==> config.mk <==
export PLATFORM = sky130hd
export DESIGN_NAME = pinx_expander
export DESIGN_NICKNAME = d
export VERILOG_FILES = /design/src/rtl/pinx_pkg.sv /design/src/rtl/pinx_bus_sync.sv /design/src/rtl/pinx_change_det.sv /design/src/rtl/pinx_byte_engine.sv /design/src/rtl/pinx_expander.sv
export SDC_FILE = /design/constraint.sdc
export NUM_CORES = 1
export LEC_CHECK = 0
export ABC_AREA = 1
export BUFFER_PORTS_ARGS = -buffer_cell sky130_fd_sc_hd__buf_4
export CAP_MARGIN = 30
export CORE_MARGIN = 2
export CORE_UTILIZATION = 48
export DETAILED_ROUTE_END_ITERATION = 8
export PLACE_DENSITY = 0.67
export SYNTH_ARGS = -nofsm -noshare
export SYNTH_HDL_FRONTEND = slang
export SYNTH_SLANG_ARGS = --single-unit
==> constraint.sdc <==
create_clock -name clk -period 1.67 [get_ports clk]
set_input_delay 0.334 -clock clk [delete_from_list [all_inputs] [get_ports clk]]
set_output_delay 0.334 -clock clk [all_outputs]
set_load 0.01 [all_outputs]
==> src/rtl/pinx_pkg.sv <==
package pinx_pkg;
  localparam logic [1:0] KIND_PP = 2'b01;
  localparam logic [1:0] KIND_IN = 2'b10;
  localparam logic [1:0] KIND_OD = 2'b11;
  localparam int BYTE_W = 8;

  typedef enum logic [2:0] {
    BUS_IDLE,
    BUS_ADDR,
    BUS_ADDR_ACK,
    BUS_WR,
    BUS_WR_ACK,
    BUS_RD,
    BUS_RD_ACK
  } bus_state_t;
endpackage

==> src/rtl/pinx_bus_sync.sv <==
module pinx_bus_sync (
  input  logic clk,
  input  logic rst,
  input  logic scl_i,
  input  logic sda_i,
  output logic sda_s,
  output logic scl_rise,
  output logic scl_fall,
  output logic start_det,
  output logic stop_det
);
  logic scl_m, scl_q, scl_d;
  logic sda_m, sda_q, sda_d;

  always_ff @(posedge clk) begin
    if (rst) begin
      scl_m <= 1'b1; scl_q <= 1'b1; scl_d <= 1'b1;
      sda_m <= 1'b1; sda_q <= 1'b1; sda_d <= 1'b1;
    end else begin
      scl_m <= scl_i; scl_q <= scl_m; scl_d <= scl_q;
      sda_m <= sda_i; sda_q <= sda_m; sda_d <= sda_q;
    end
  end

  assign sda_s     = sda_q;
  assign scl_rise  = scl_q & ~scl_d;
  assign scl_fall  = ~scl_q & scl_d;
  // data edges only count as bus conditions while the clock is steadily high
  assign start_det = scl_q & scl_d & sda_d & ~sda_q;
  assign stop_det  = scl_q & scl_d & ~sda_d & sda_q;
endmodule

==> src/rtl/pinx_change_det.sv <==
module pinx_change_det #(
  parameter int N = 8,
  parameter logic [N-1:0] INCAP = '1
) (
  input  logic         clk,
  input  logic         rst,
  input  logic [N-1:0] pin_in,
  input  logic         clr_en,
  input  logic [N-1:0] clr_bits,
  input  logic [N-1:0] mask_eff,
  output logic [N-1:0] level_s,
  output logic [N-1:0] flags_q,
  output logic         irq_n
);
  logic [N-1:0] meta_q, sync_q, prev_q;
  logic [2:0]   warm_q;
  logic [N-1:0] change, flags_n;

  always_ff @(posedge clk) begin
    if (rst) begin
      meta_q <= '0;
      sync_q <= '0;
      prev_q <= '0;
      warm_q <= '0;
    end else begin
      meta_q <= pin_in;
      sync_q <= meta_q;
      prev_q <= sync_q;
      warm_q <= {warm_q[1:0], 1'b1};
    end
  end

  // edges are trusted only once the previous sample holds a real pin value
  assign change  = warm_q[2] ? ((sync_q ^ prev_q) & INCAP) : '0;
  assign flags_n = (flags_q & ~(clr_en ? clr_bits : '0)) | change;

  always_ff @(posedge clk) begin
    if (rst) begin
      flags_q <= '0;
      irq_n   <= 1'b1;
    end else begin
      flags_q <= flags_n;
      irq_n   <= ~|(flags_n & mask_eff);
    end
  end

  assign level_s = sync_q;
endmodule

==> src/rtl/pinx_byte_engine.sv <==
module pinx_byte_engine
  import pinx_pkg::*;
#(
  parameter logic [2:0] ADDR_HI  = 3'b110,
  parameter bit         IND_MASK = 1'b1
) (
  input  logic              clk,
  input  logic              rst,
  input  logic              sda_s,
  input  logic              scl_rise,
  input  logic              scl_fall,
  input  logic              start_det,
  input  logic              stop_det,
  input  logic [3:0]        strap_addr,
  input  logic [BYTE_W-1:0] rd_level,
  input  logic [BYTE_W-1:0] rd_flags,
  output logic              sda_oe,
  output logic              wr_latch_en,
  output logic              wr_mask_en,
  output logic [BYTE_W-1:0] wr_data,
  output logic              clr_en,
  output logic [BYTE_W-1:0] clr_bits
);
  bus_state_t        state_q;
  logic [3:0]        bit_cnt;
  logic [BYTE_W-1:0] rx_sh, tx_sh, cap_q;
  logic              rw_q, mack_q;
  logic [1:0]        idx_q;

  assign clr_bits = cap_q;

  always_ff @(posedge clk) begin
    if (rst) begin
      state_q     <= BUS_IDLE;
      bit_cnt     <= '0;
      rx_sh       <= '0;
      tx_sh       <= '0;
      cap_q       <= '0;
      rw_q        <= 1'b0;
      mack_q      <= 1'b0;
      idx_q       <= '0;
      sda_oe      <= 1'b0;
      wr_latch_en <= 1'b0;
      wr_mask_en  <= 1'b0;
      wr_data     <= '0;
      clr_en      <= 1'b0;
    end else begin
      wr_latch_en <= 1'b0;
      wr_mask_en  <= 1'b0;
      clr_en      <= 1'b0;
      if (start_det) begin
        state_q <= BUS_ADDR;
        bit_cnt <= '0;
        idx_q   <= '0;
        sda_oe  <= 1'b0;
      end else if (stop_det) begin
        state_q <= BUS_IDLE;
        sda_oe  <= 1'b0;
      end else begin
        case (state_q)
          BUS_ADDR: begin
            if (scl_rise) begin
              rx_sh   <= {rx_sh[BYTE_W-2:0], sda_s};
              bit_cnt <= bit_cnt + 4'd1;
            end else if (scl_fall && bit_cnt == 4'd8) begin
              if (rx_sh[7:1] == {ADDR_HI, strap_addr}) begin
                sda_oe  <= 1'b1;
                rw_q    <= rx_sh[0];
                state_q <= BUS_ADDR_ACK;
              end else begin
                state_q <= BUS_IDLE;
              end
            end
          end
          BUS_ADDR_ACK: begin
            if (scl_fall) begin
              bit_cnt <= '0;
              if (rw_q) begin
                tx_sh   <= rd_level;
                sda_oe  <= ~rd_level[7];
                state_q <= BUS_RD;
              end else begin
                sda_oe  <= 1'b0;
                state_q <= BUS_WR;
              end
            end
          end
          BUS_WR: begin
            if (scl_rise) begin
              rx_sh   <= {rx_sh[BYTE_W-2:0], sda_s};
              bit_cnt <= bit_cnt + 4'd1;
            end else if (scl_fall && bit_cnt == 4'd8) begin
              sda_oe  <= 1'b1;
              wr_data <= rx_sh;
              if (idx_q == 2'd0) wr_latch_en <= 1'b1;
              if (idx_q == 2'd1 && IND_MASK) wr_mask_en <= 1'b1;
              if (idx_q != 2'd2) idx_q <= idx_q + 2'd1;
              state_q <= BUS_WR_ACK;
            end
          end
          BUS_WR_ACK: begin
            if (scl_fall) begin
              sda_oe  <= 1'b0;
              bit_cnt <= '0;
              state_q <= BUS_WR;
            end
          end
          BUS_RD: begin
            if (scl_rise) begin
              bit_cnt <= bit_cnt + 4'd1;
            end else if (scl_fall) begin
              if (bit_cnt == 4'd8) begin
                sda_oe  <= 1'b0;
                state_q <= BUS_RD_ACK;
              end else begin
                sda_oe <= ~tx_sh[6];
                tx_sh  <= {tx_sh[BYTE_W-2:0], 1'b0};
              end
            end
          end
          BUS_RD_ACK: begin
            if (scl_rise) begin
              mack_q <= ~sda_s;
              if (~sda_s && idx_q[0]) clr_en <= 1'b1;
            end else if (scl_fall) begin
              if (mack_q) begin
                idx_q   <= {1'b0, ~idx_q[0]};
                bit_cnt <= '0;
                state_q <= BUS_RD;
                if (!idx_q[0]) begin
                  tx_sh  <= rd_flags;
                  cap_q  <= rd_flags;
                  sda_oe <= ~rd_flags[7];
                end else begin
                  tx_sh  <= rd_level;
                  sda_oe <= ~rd_level[7];
                end
              end else begin
                state_q <= BUS_IDLE;
              end
            end
          end
          default: ;
        endcase
      end
    end
  end
endmodule

==> src/rtl/pinx_expander.sv <==
module pinx_expander
  import pinx_pkg::*;
#(
  parameter int             N        = 8,
  parameter logic [2*N-1:0] KINDS    = 16'h5FF5,
  parameter logic [2:0]     ADDR_HI  = 3'b110,
  parameter bit             IND_MASK = 1'b1
) (
  input  logic         clk,
  input  logic         rst,
  input  logic         scl_i,
  input  logic         sda_i,
  output logic         sda_oe,
  input  logic [3:0]   strap_addr,
  input  logic [N-1:0] pin_in,
  output logic [N-1:0] pin_out,
  output logic [N-1:0] pin_oe,
  output logic         irq_n
);
  function automatic logic [N-1:0] kind_mask(input logic [1:0] k);
    logic [N-1:0] m;
    for (int i = 0; i < N; i++) m[i] = (KINDS[2*i +: 2] == k);
    return m;
  endfunction

  localparam logic [N-1:0] PPM   = kind_mask(KIND_PP);
  localparam logic [N-1:0] INM   = kind_mask(KIND_IN);
  localparam logic [N-1:0] ODM   = kind_mask(KIND_OD);
  localparam logic [N-1:0] INCAP = INM | ODM;

  logic              sda_s, scl_rise, scl_fall, start_det, stop_det;
  logic              wr_latch_en, wr_mask_en, clr_en;
  logic [BYTE_W-1:0] wr_data, clr_bits, rd_level, rd_flags;
  logic [N-1:0]      lat_q, mask_q, mask_eff, level_s, flags_q;

  pinx_bus_sync u_sync (
    .clk(clk), .rst(rst), .scl_i(scl_i), .sda_i(sda_i), .sda_s(sda_s),
    .scl_rise(scl_rise), .scl_fall(scl_fall),
    .start_det(start_det), .stop_det(stop_det)
  );

  pinx_byte_engine #(.ADDR_HI(ADDR_HI), .IND_MASK(IND_MASK)) u_eng (
    .clk(clk), .rst(rst), .sda_s(sda_s), .scl_rise(scl_rise), .scl_fall(scl_fall),
    .start_det(start_det), .stop_det(stop_det), .strap_addr(strap_addr),
    .rd_level(rd_level), .rd_flags(rd_flags), .sda_oe(sda_oe),
    .wr_latch_en(wr_latch_en), .wr_mask_en(wr_mask_en), .wr_data(wr_data),
    .clr_en(clr_en), .clr_bits(clr_bits)
  );

  pinx_change_det #(.N(N), .INCAP(INCAP)) u_det (
    .clk(clk), .rst(rst), .pin_in(pin_in), .clr_en(clr_en),
    .clr_bits(clr_bits[N-1:0]), .mask_eff(mask_eff),
    .level_s(level_s), .flags_q(flags_q), .irq_n(irq_n)
  );

  always_ff @(posedge clk) begin
    if (rst) begin
      lat_q  <= '1;
      mask_q <= '0;
    end else begin
      if (wr_latch_en) lat_q  <= wr_data[N-1:0];
      if (wr_mask_en)  mask_q <= wr_data[N-1:0];
    end
  end

  assign mask_eff = IND_MASK ? mask_q : '1;

  for (genvar i = 0; i < BYTE_W; i++) begin : g_byte
    if (i < N) begin : g_used
      assign rd_level[i] = PPM[i] ? lat_q[i] : level_s[i];
      assign rd_flags[i] = flags_q[i];
    end else begin : g_pad
      assign rd_level[i] = 1'b0;
      assign rd_flags[i] = 1'b0;
    end
  end

  for (genvar i = 0; i < N; i++) begin : g_pin
    if (KINDS[2*i +: 2] == KIND_PP) begin : g_pp
      assign pin_out[i] = lat_q[i];
      assign pin_oe[i]  = 1'b1;
    end else if (KINDS[2*i +: 2] == KIND_OD) begin : g_od
      assign pin_out[i] = 1'b0;
      assign pin_oe[i]  = ~lat_q[i];
    end else begin : g_in
      assign pin_out[i] = 1'b0;
      assign pin_oe[i]  = 1'b0;
    end
  end
endmodule

==> results.json, run 1 <==
{
  "status": "finished, final reports clean",
  "fmax_mhz": 635.4,
  "postSynthAreaPerCell_um2": 7.127,
  "htreeDepth": 3,
  "ir_drop_uv": 429.7,
  "fin_util_pct": 55.58,
  "grt_max_degree": 41,
  "synth.largest_area_cell": "dfxtp_1",
  "synth_seq_area_share_pct": 44.10,
  "synth_top_family_by_area": "simple AND/OR/NAND/NOR gates",
  "ys.flop_type": "dfxtp_1",
  "finalWorstSetupSlack_ns": 0.09625,
  "num_rows": 34,
  "synth_mux_area_share_pct": 0,
  "core_area_mm2": 0.008593,
  "dpl_worst_slack_ns": 0.002738,
  "antenna_found_initial": 0,
  "fin_skew_ns": 0.009138,
  "ys_top_cells_by_area": "dfxtp_1, nand2_1, inv_1",
  "setup_violations": 0,
  "grt_pass1_vias": 3412,
  "grt_usage_pct": 19.79,
  "syn_area_mm2": 0.004177,
  "ys_ff_latch": 92,
  "hold_class": "in -> reg",
  "dp_hpwl_mm": 6.725,
  "dieArea_mm2": 0.009463,
  "cts_tree": "yes",
  "finalHoldWorstSlack_ns": 0.1753,
  "nets": 637,
  "wl_mm": 9.123,
  "vias_per_cell": 4.915,
  "finalCriticalPeriod_ns": 1.574,
  "cellLeakagePower_nw": 2.160,
  "io_buffers": 21,
  "clockBufferDepth": 2,
  "cp-start-kind": "register",
  "io_pins": 34,
  "postCtsHoldBufs": 0,
  "die_w_um": 97.28,
  "syn_inst": 586,
  "dieHeight_um": 97.28,
  "drc": 0,
  "stdcell_count": 729,
  "numCtsBuffers": 9,
  "drv_slew": 0,
  "synth_simple_gate_area_share_pct": 27.83,
  "synth_compound_area_share_pct": 14.17,
  "powerDensity_mw_per_mm2": 867.7,
  "wl_per_cell_um": 12.51,
  "syn2layout_area_growth_pct": 14.35,
  "final-hold-violation-count": 0,
  "yosys.area_share.adder_pct": 1.498,
  "crit_required_ns": 1.91,
  "start_util_pct": 48.60,
  "drtPass1Iterations": 4,
  "clock_sinks": 92,
  "async_flop_share_pct": 0,
  "synth_common_cells": "nand2_1, dfxtp_1, inv_1",
  "clkTransAtPathRegs_ns": 0.09,
  "fin_crit_sh_pct": 94.24,
  "synth_most_common_cell": "nand2_1",
  "crit_fanout": 4,
  "synth_xor_area_share_pct": 0.6291,
  "critPathArrivalTime_ns": 1.81,
  "drtIter0Drc": 120,
  "place_inst": 710,
  "grt_first_pass_wirelength_mm": 15.48,
  "drive_above_1_share_pct": 17.23,
  "synth-edff-count": 0,
  "maxCapViolations": 0,
  "cts_root_buf": "clkbuf_8",
  "ant_nets": 0,
  "crit_path_end_kind": "register",
  "worstSetupPathType": "reg -> reg",
  "overflow": 0,
  "synth_top_area_share_pct": 44.10,
  "clock_latency_ns": 0.34,
  "gp_congestion": 0.8828,
  "antenna_cells": 0,
  "synth_cell_types": 37,
  "yosys_warnings": 0,
  "via_count": 3583
}
[power breakdown]
part	internal, mW	switching, mW	leakage (nW)
sequential	2.22	0.0214	0.748
combinational	0.0924	0.138	1.31
clock	0.861	0.811	0.105
[kinds of logic after synthesis]
family	Yosys count
compound gates	112
fa+ha+maj	5
simple gates	260
xor+xnor	3
flops	92
other cells	2
buf+inv	112
[final timing paths]
check	start	end	slack, ns	depth (start not counted)
max reg2reg	u_eng.bit_cnt[0]$_SDFFE_PP0P_	u_eng.idx_q[1]$_SDFFE_PP0P_	0.1	10
min reg2reg	u_det.warm_q[0]$_DFF_P_	u_det.warm_q[1]$_SDFF_PP0_	0.41	2
max	u_eng.bit_cnt[0]$_SDFFE_PP0P_	u_eng.idx_q[1]$_SDFFE_PP0P_	0.1	10
min	scl_i	u_sync.scl_m$_SDFF_PP1_	0.18	2
[per-layer routing]
metal  up-vias  routed length, um  track usage [%]
met5         -                  0                0
met2        49               4370            34.13
met4         0                150            5.876
li1       1884                  -                -
met3        13                228            3.237
met1      1637               4374            25.60
[worst max-delay path: stages (launching register included)]
cell and delay (ns):
dfxtp_2 0.35, inv_1 0.11, ha_4 0.16, nand3_4 0.11, nor2_4 0.13, buf_4 0.11
inv_1 0.07, nand2_1 0.07, nand4_1 0.15, a21oi_2 0.16, nor2_1 0.05
[registers in the layout, summed over array words and instances (netlist names), 2 cells and up]
name and flops:
u_eng.idx_q 2, u_det.meta_q 4, u_det.level_s 4, lat_q 8, u_det.flags_q 8, u_eng.state_q 3
u_det.warm_q 3, u_eng.clr_bits 8, u_eng.bit_cnt 4, u_eng.rx_sh 8, u_det.prev_q 4, u_eng.wr_data 8
u_eng.tx_sh 7, mask_eff 8
[per-stage QoR]
step	total power, mW	area (um2)	setup TNS (ns)
6_report	4.144	4776	0
5_1_grt	4.300	4776	-0.01237
4_1_cts	4.162	4695	0
3_5_place_dp	2.508	4467	0
3_3_place_gp	2.501	4467	0
2_1_floorplan	2.440	4199	0
[cells in the final DEF (no fill, tap or decap), types with 2 or more instances in the layout]
cell        count
nand2_2         3
a21oi_2         2
or2_2           8
bufinv_16       2
nor2_1         71
nor2_4          2
clkinvlp_4      2
buf_4          41
nand3b_1        3
nor3_1          3
a21oi_1        55
o21ai_0        46
inv_2           2
conb_1          8
dfxtp_2         3
nand3_1        33
nor2_2         19
o211ai_1        3
dfxtp_1        88
ha_1            4
nand2_1       107
clkbuf_8        9
xor2_1          2
inv_1          79
nand4_1         3
[repair_timing]
action / 4_1_cts / 5_1_grt
resized for setup: 1 / 19
hold endpoints to repair: 0 / 0
setup endpoints to repair: 2 / 41
setup buffers: 0 / 3
cloned: 0 / 0
pin swaps: 1 / 5
[cell type report]
class / count / area, um2
inverter: 83 / 314.1
fill: 847 / 3817
sequential: 92 / 1849
tap: 108 / 135.1
timing repair buffer: 42 / 327.8
clock inverter: 6 / 95.09
multi-input combinational: 388 / 1927
clock buffer: 10 / 127.6
Power figures use the tool's default switching activity.
==> run 2: changes to the inputs <==
--- a/config.mk
+++ b/config.mk
@@ -12,6 +12,7 @@
 export CORE_UTILIZATION = 48
 export DETAILED_ROUTE_END_ITERATION = 8
 export PLACE_DENSITY = 0.67
+export RECOVER_POWER = 25
 export SYNTH_ARGS = -nofsm -noshare
 export SYNTH_HDL_FRONTEND = slang
 export SYNTH_SLANG_ARGS = --single-unit
==> constraint.sdc (replaced) <==
create_clock -name clk -period 1.7 [get_ports clk]
set_input_delay 0.34 -clock clk [delete_from_list [all_inputs] [get_ports clk]]
set_output_delay 0.34 -clock clk [all_outputs]
set_load 0.01 [all_outputs]
==> run 2 against run 1 <==
Clock skew about the same. Register-to-register slack better by 0.03 ns. Die area unchanged. Largest cell class unchanged.
==> results.json, run 2 (synthesis gave the netlist of run 1 again) <==
{
  "status": "finished, final reports clean",
  "crit_top_cell": "inv_1",
  "dieHeight_um": 97.28,
  "grt_first_pass_wirelength_mm": 15.32,
  "dp_hpwl_mm": 6.678,
  "rsz0062_at_grt": "no",
  "start_util_pct": 48.60,
  "critPathBufInv": 2,
  "cellLeakagePower_nw": 2.130,
  "grt_max_degree": 43,
  "fin_util_pct": 54.56,
  "cp_cell_sequence": "inv_1, ha_1, nand3_2, nor2_4, inv_1, nand2_1, nand4_1, a21oi_1, nor2_1",
  "worst_pin_slew_ns": 0.6970,
  "cts_root_buf": "clkbuf_8",
  "drtPass1Iterations": 5,
  "clock_sinks": 92,
  "crit_path_end_kind": "register",
  "worstSetupPathType": "reg -> reg",
  "htreeDepth": 3,
  "maxCapViolations": 0,
  "max_slew_margin_pct": 53.53,
  "wl_mm": 8.958,
  "fin_skew_ns": 0.008988,
  "mostFrequentLayoutCells": "nand2_1, dfxtp_1, inv_1",
  "ant_nets": 0,
  "nets": 634,
  "postCtsHoldBufs": 0,
  "via_count": 3575,
  "fmax_mhz": 635.4,
  "antenna_found_initial": 0,
  "cpPeakStageDelay_ns": 0.35,
  "finalInstanceArea_mm2": 0.004688,
  "ir_drop_uv": 401.4,
  "drv_slew": 0,
  "final.setup.tns_ns": 0,
  "drtIter0Drc": 98,
  "powerDensity_mw_per_mm2": 818.4,
  "clkTransAtPathRegs_ns": 0.10,
  "finalPower_mw": 3.837,
  "final-hold-violation-count": 0,
  "antenna_cells": 0,
  "critPathArrivalTime_ns": 1.84,
  "final_common_cell": "nand2_1",
  "numCtsBuffers": 9,
  "cp_slowest_cell": "dfxtp_1",
  "wl_per_cell_um": 12.34,
  "finalCriticalPeriod_ns": 1.574,
  "hold_class": "in -> reg",
  "gp_congestion": 0.8750,
  "drive_above_1_share_pct": 15.86,
  "io_pins": 34,
  "die_w_um": 97.28,
  "overflow": 0,
  "vias_per_cell": 4.924,
  "setup_violations": 0,
  "cts_tree": "yes",
  "crit_fanout": 4,
  "syn2layout_area_growth_pct": 12.25,
  "clockBufferDepth": 2,
  "drc": 0,
  "grt_pass1_vias": 3393,
  "cp-start-kind": "register",
  "crit_required_ns": 1.96,
  "clock_latency_ns": 0.36,
  "num_rows": 34,
  "place_area_mm2": 0.004444,
  "dieArea_mm2": 0.009463,
  "io_buffers": 21,
  "fin_crit_sh_pct": 92.57,
  "core_area_mm2": 0.008593,
  "grt_usage_pct": 19.83,
  "critical-path-top-delay-family": "simple AND/OR/NAND/NOR gates"
}
[run 2: cell types whose count changed in the layout (fill, tap and decap cells not counted), sizes merged]
cell | previous run | this run
buf | 42 | 37
bufinv | 2 | 0
clkbuf | 10 | 11
clkinv | 1 | 3
inv | 84 | 85
[run 2: metal layers]
metal / part of all wire (%) / global-route usage (%)
met4: 0.85 / 5.128
met3: 3.2 / 4.892
met1: 47 / 24.93
met2: 49 / 34.19
met5: 0 / 0
[run 2: repair_timing]
item                       4_1_cts  5_1_grt
setup endpoints to repair        1       32
pin swaps                        0        3
hold endpoints to repair         0        0
gates resized for setup          1       10
buffers inserted                 0        3
[run 2: final timing paths]
check | slack (ns) | end | cells past startpoint | startpoint
min | 0.16 | u_sync.sda_m$_SDFF_PP1_ | 2 | sda_i
max | 0.13 | u_eng.idx_q[1]$_SDFFE_PP0P_ | 9 | u_eng.bit_cnt[0]$_SDFFE_PP0P_
min reg2reg | 0.41 | u_det.warm_q[1]$_SDFF_PP0_ | 2 | u_det.warm_q[0]$_DFF_P_
max reg2reg | 0.13 | u_eng.idx_q[1]$_SDFFE_PP0P_ | 9 | u_eng.bit_cnt[0]$_SDFFE_PP0P_
[run 2: area by class of cell]
type	instances	area [um2]
clock inverter	7	71.32
tap	108	135.1
inverter	83	314.1
timing repair buffer	39	299.0
multi-input combinational	388	1901
sequential	92	1844
fill	870	3905
clock buffer	9	123.9
[run 2: through the flow]
step,setup WS [ns],hold WS (ns),cells
finish,0.1263,0.1557,726
floorplan,0.1983,0.3883,592
global placement,0.06775,0.3904,707
detailed placement,0.03189,0.3946,707
CTS,0.02217,0.1446,723
global route,0.004869,0.1467,726
[run 2: report_power, final]
group          internal [mW]  total, mW  leakage [nW]  switching [mW]
Combinational         0.0819      0.214          1.29           0.132
Clock                  0.571       1.42        0.0926           0.850
Sequential              2.18       2.20         0.747          0.0186
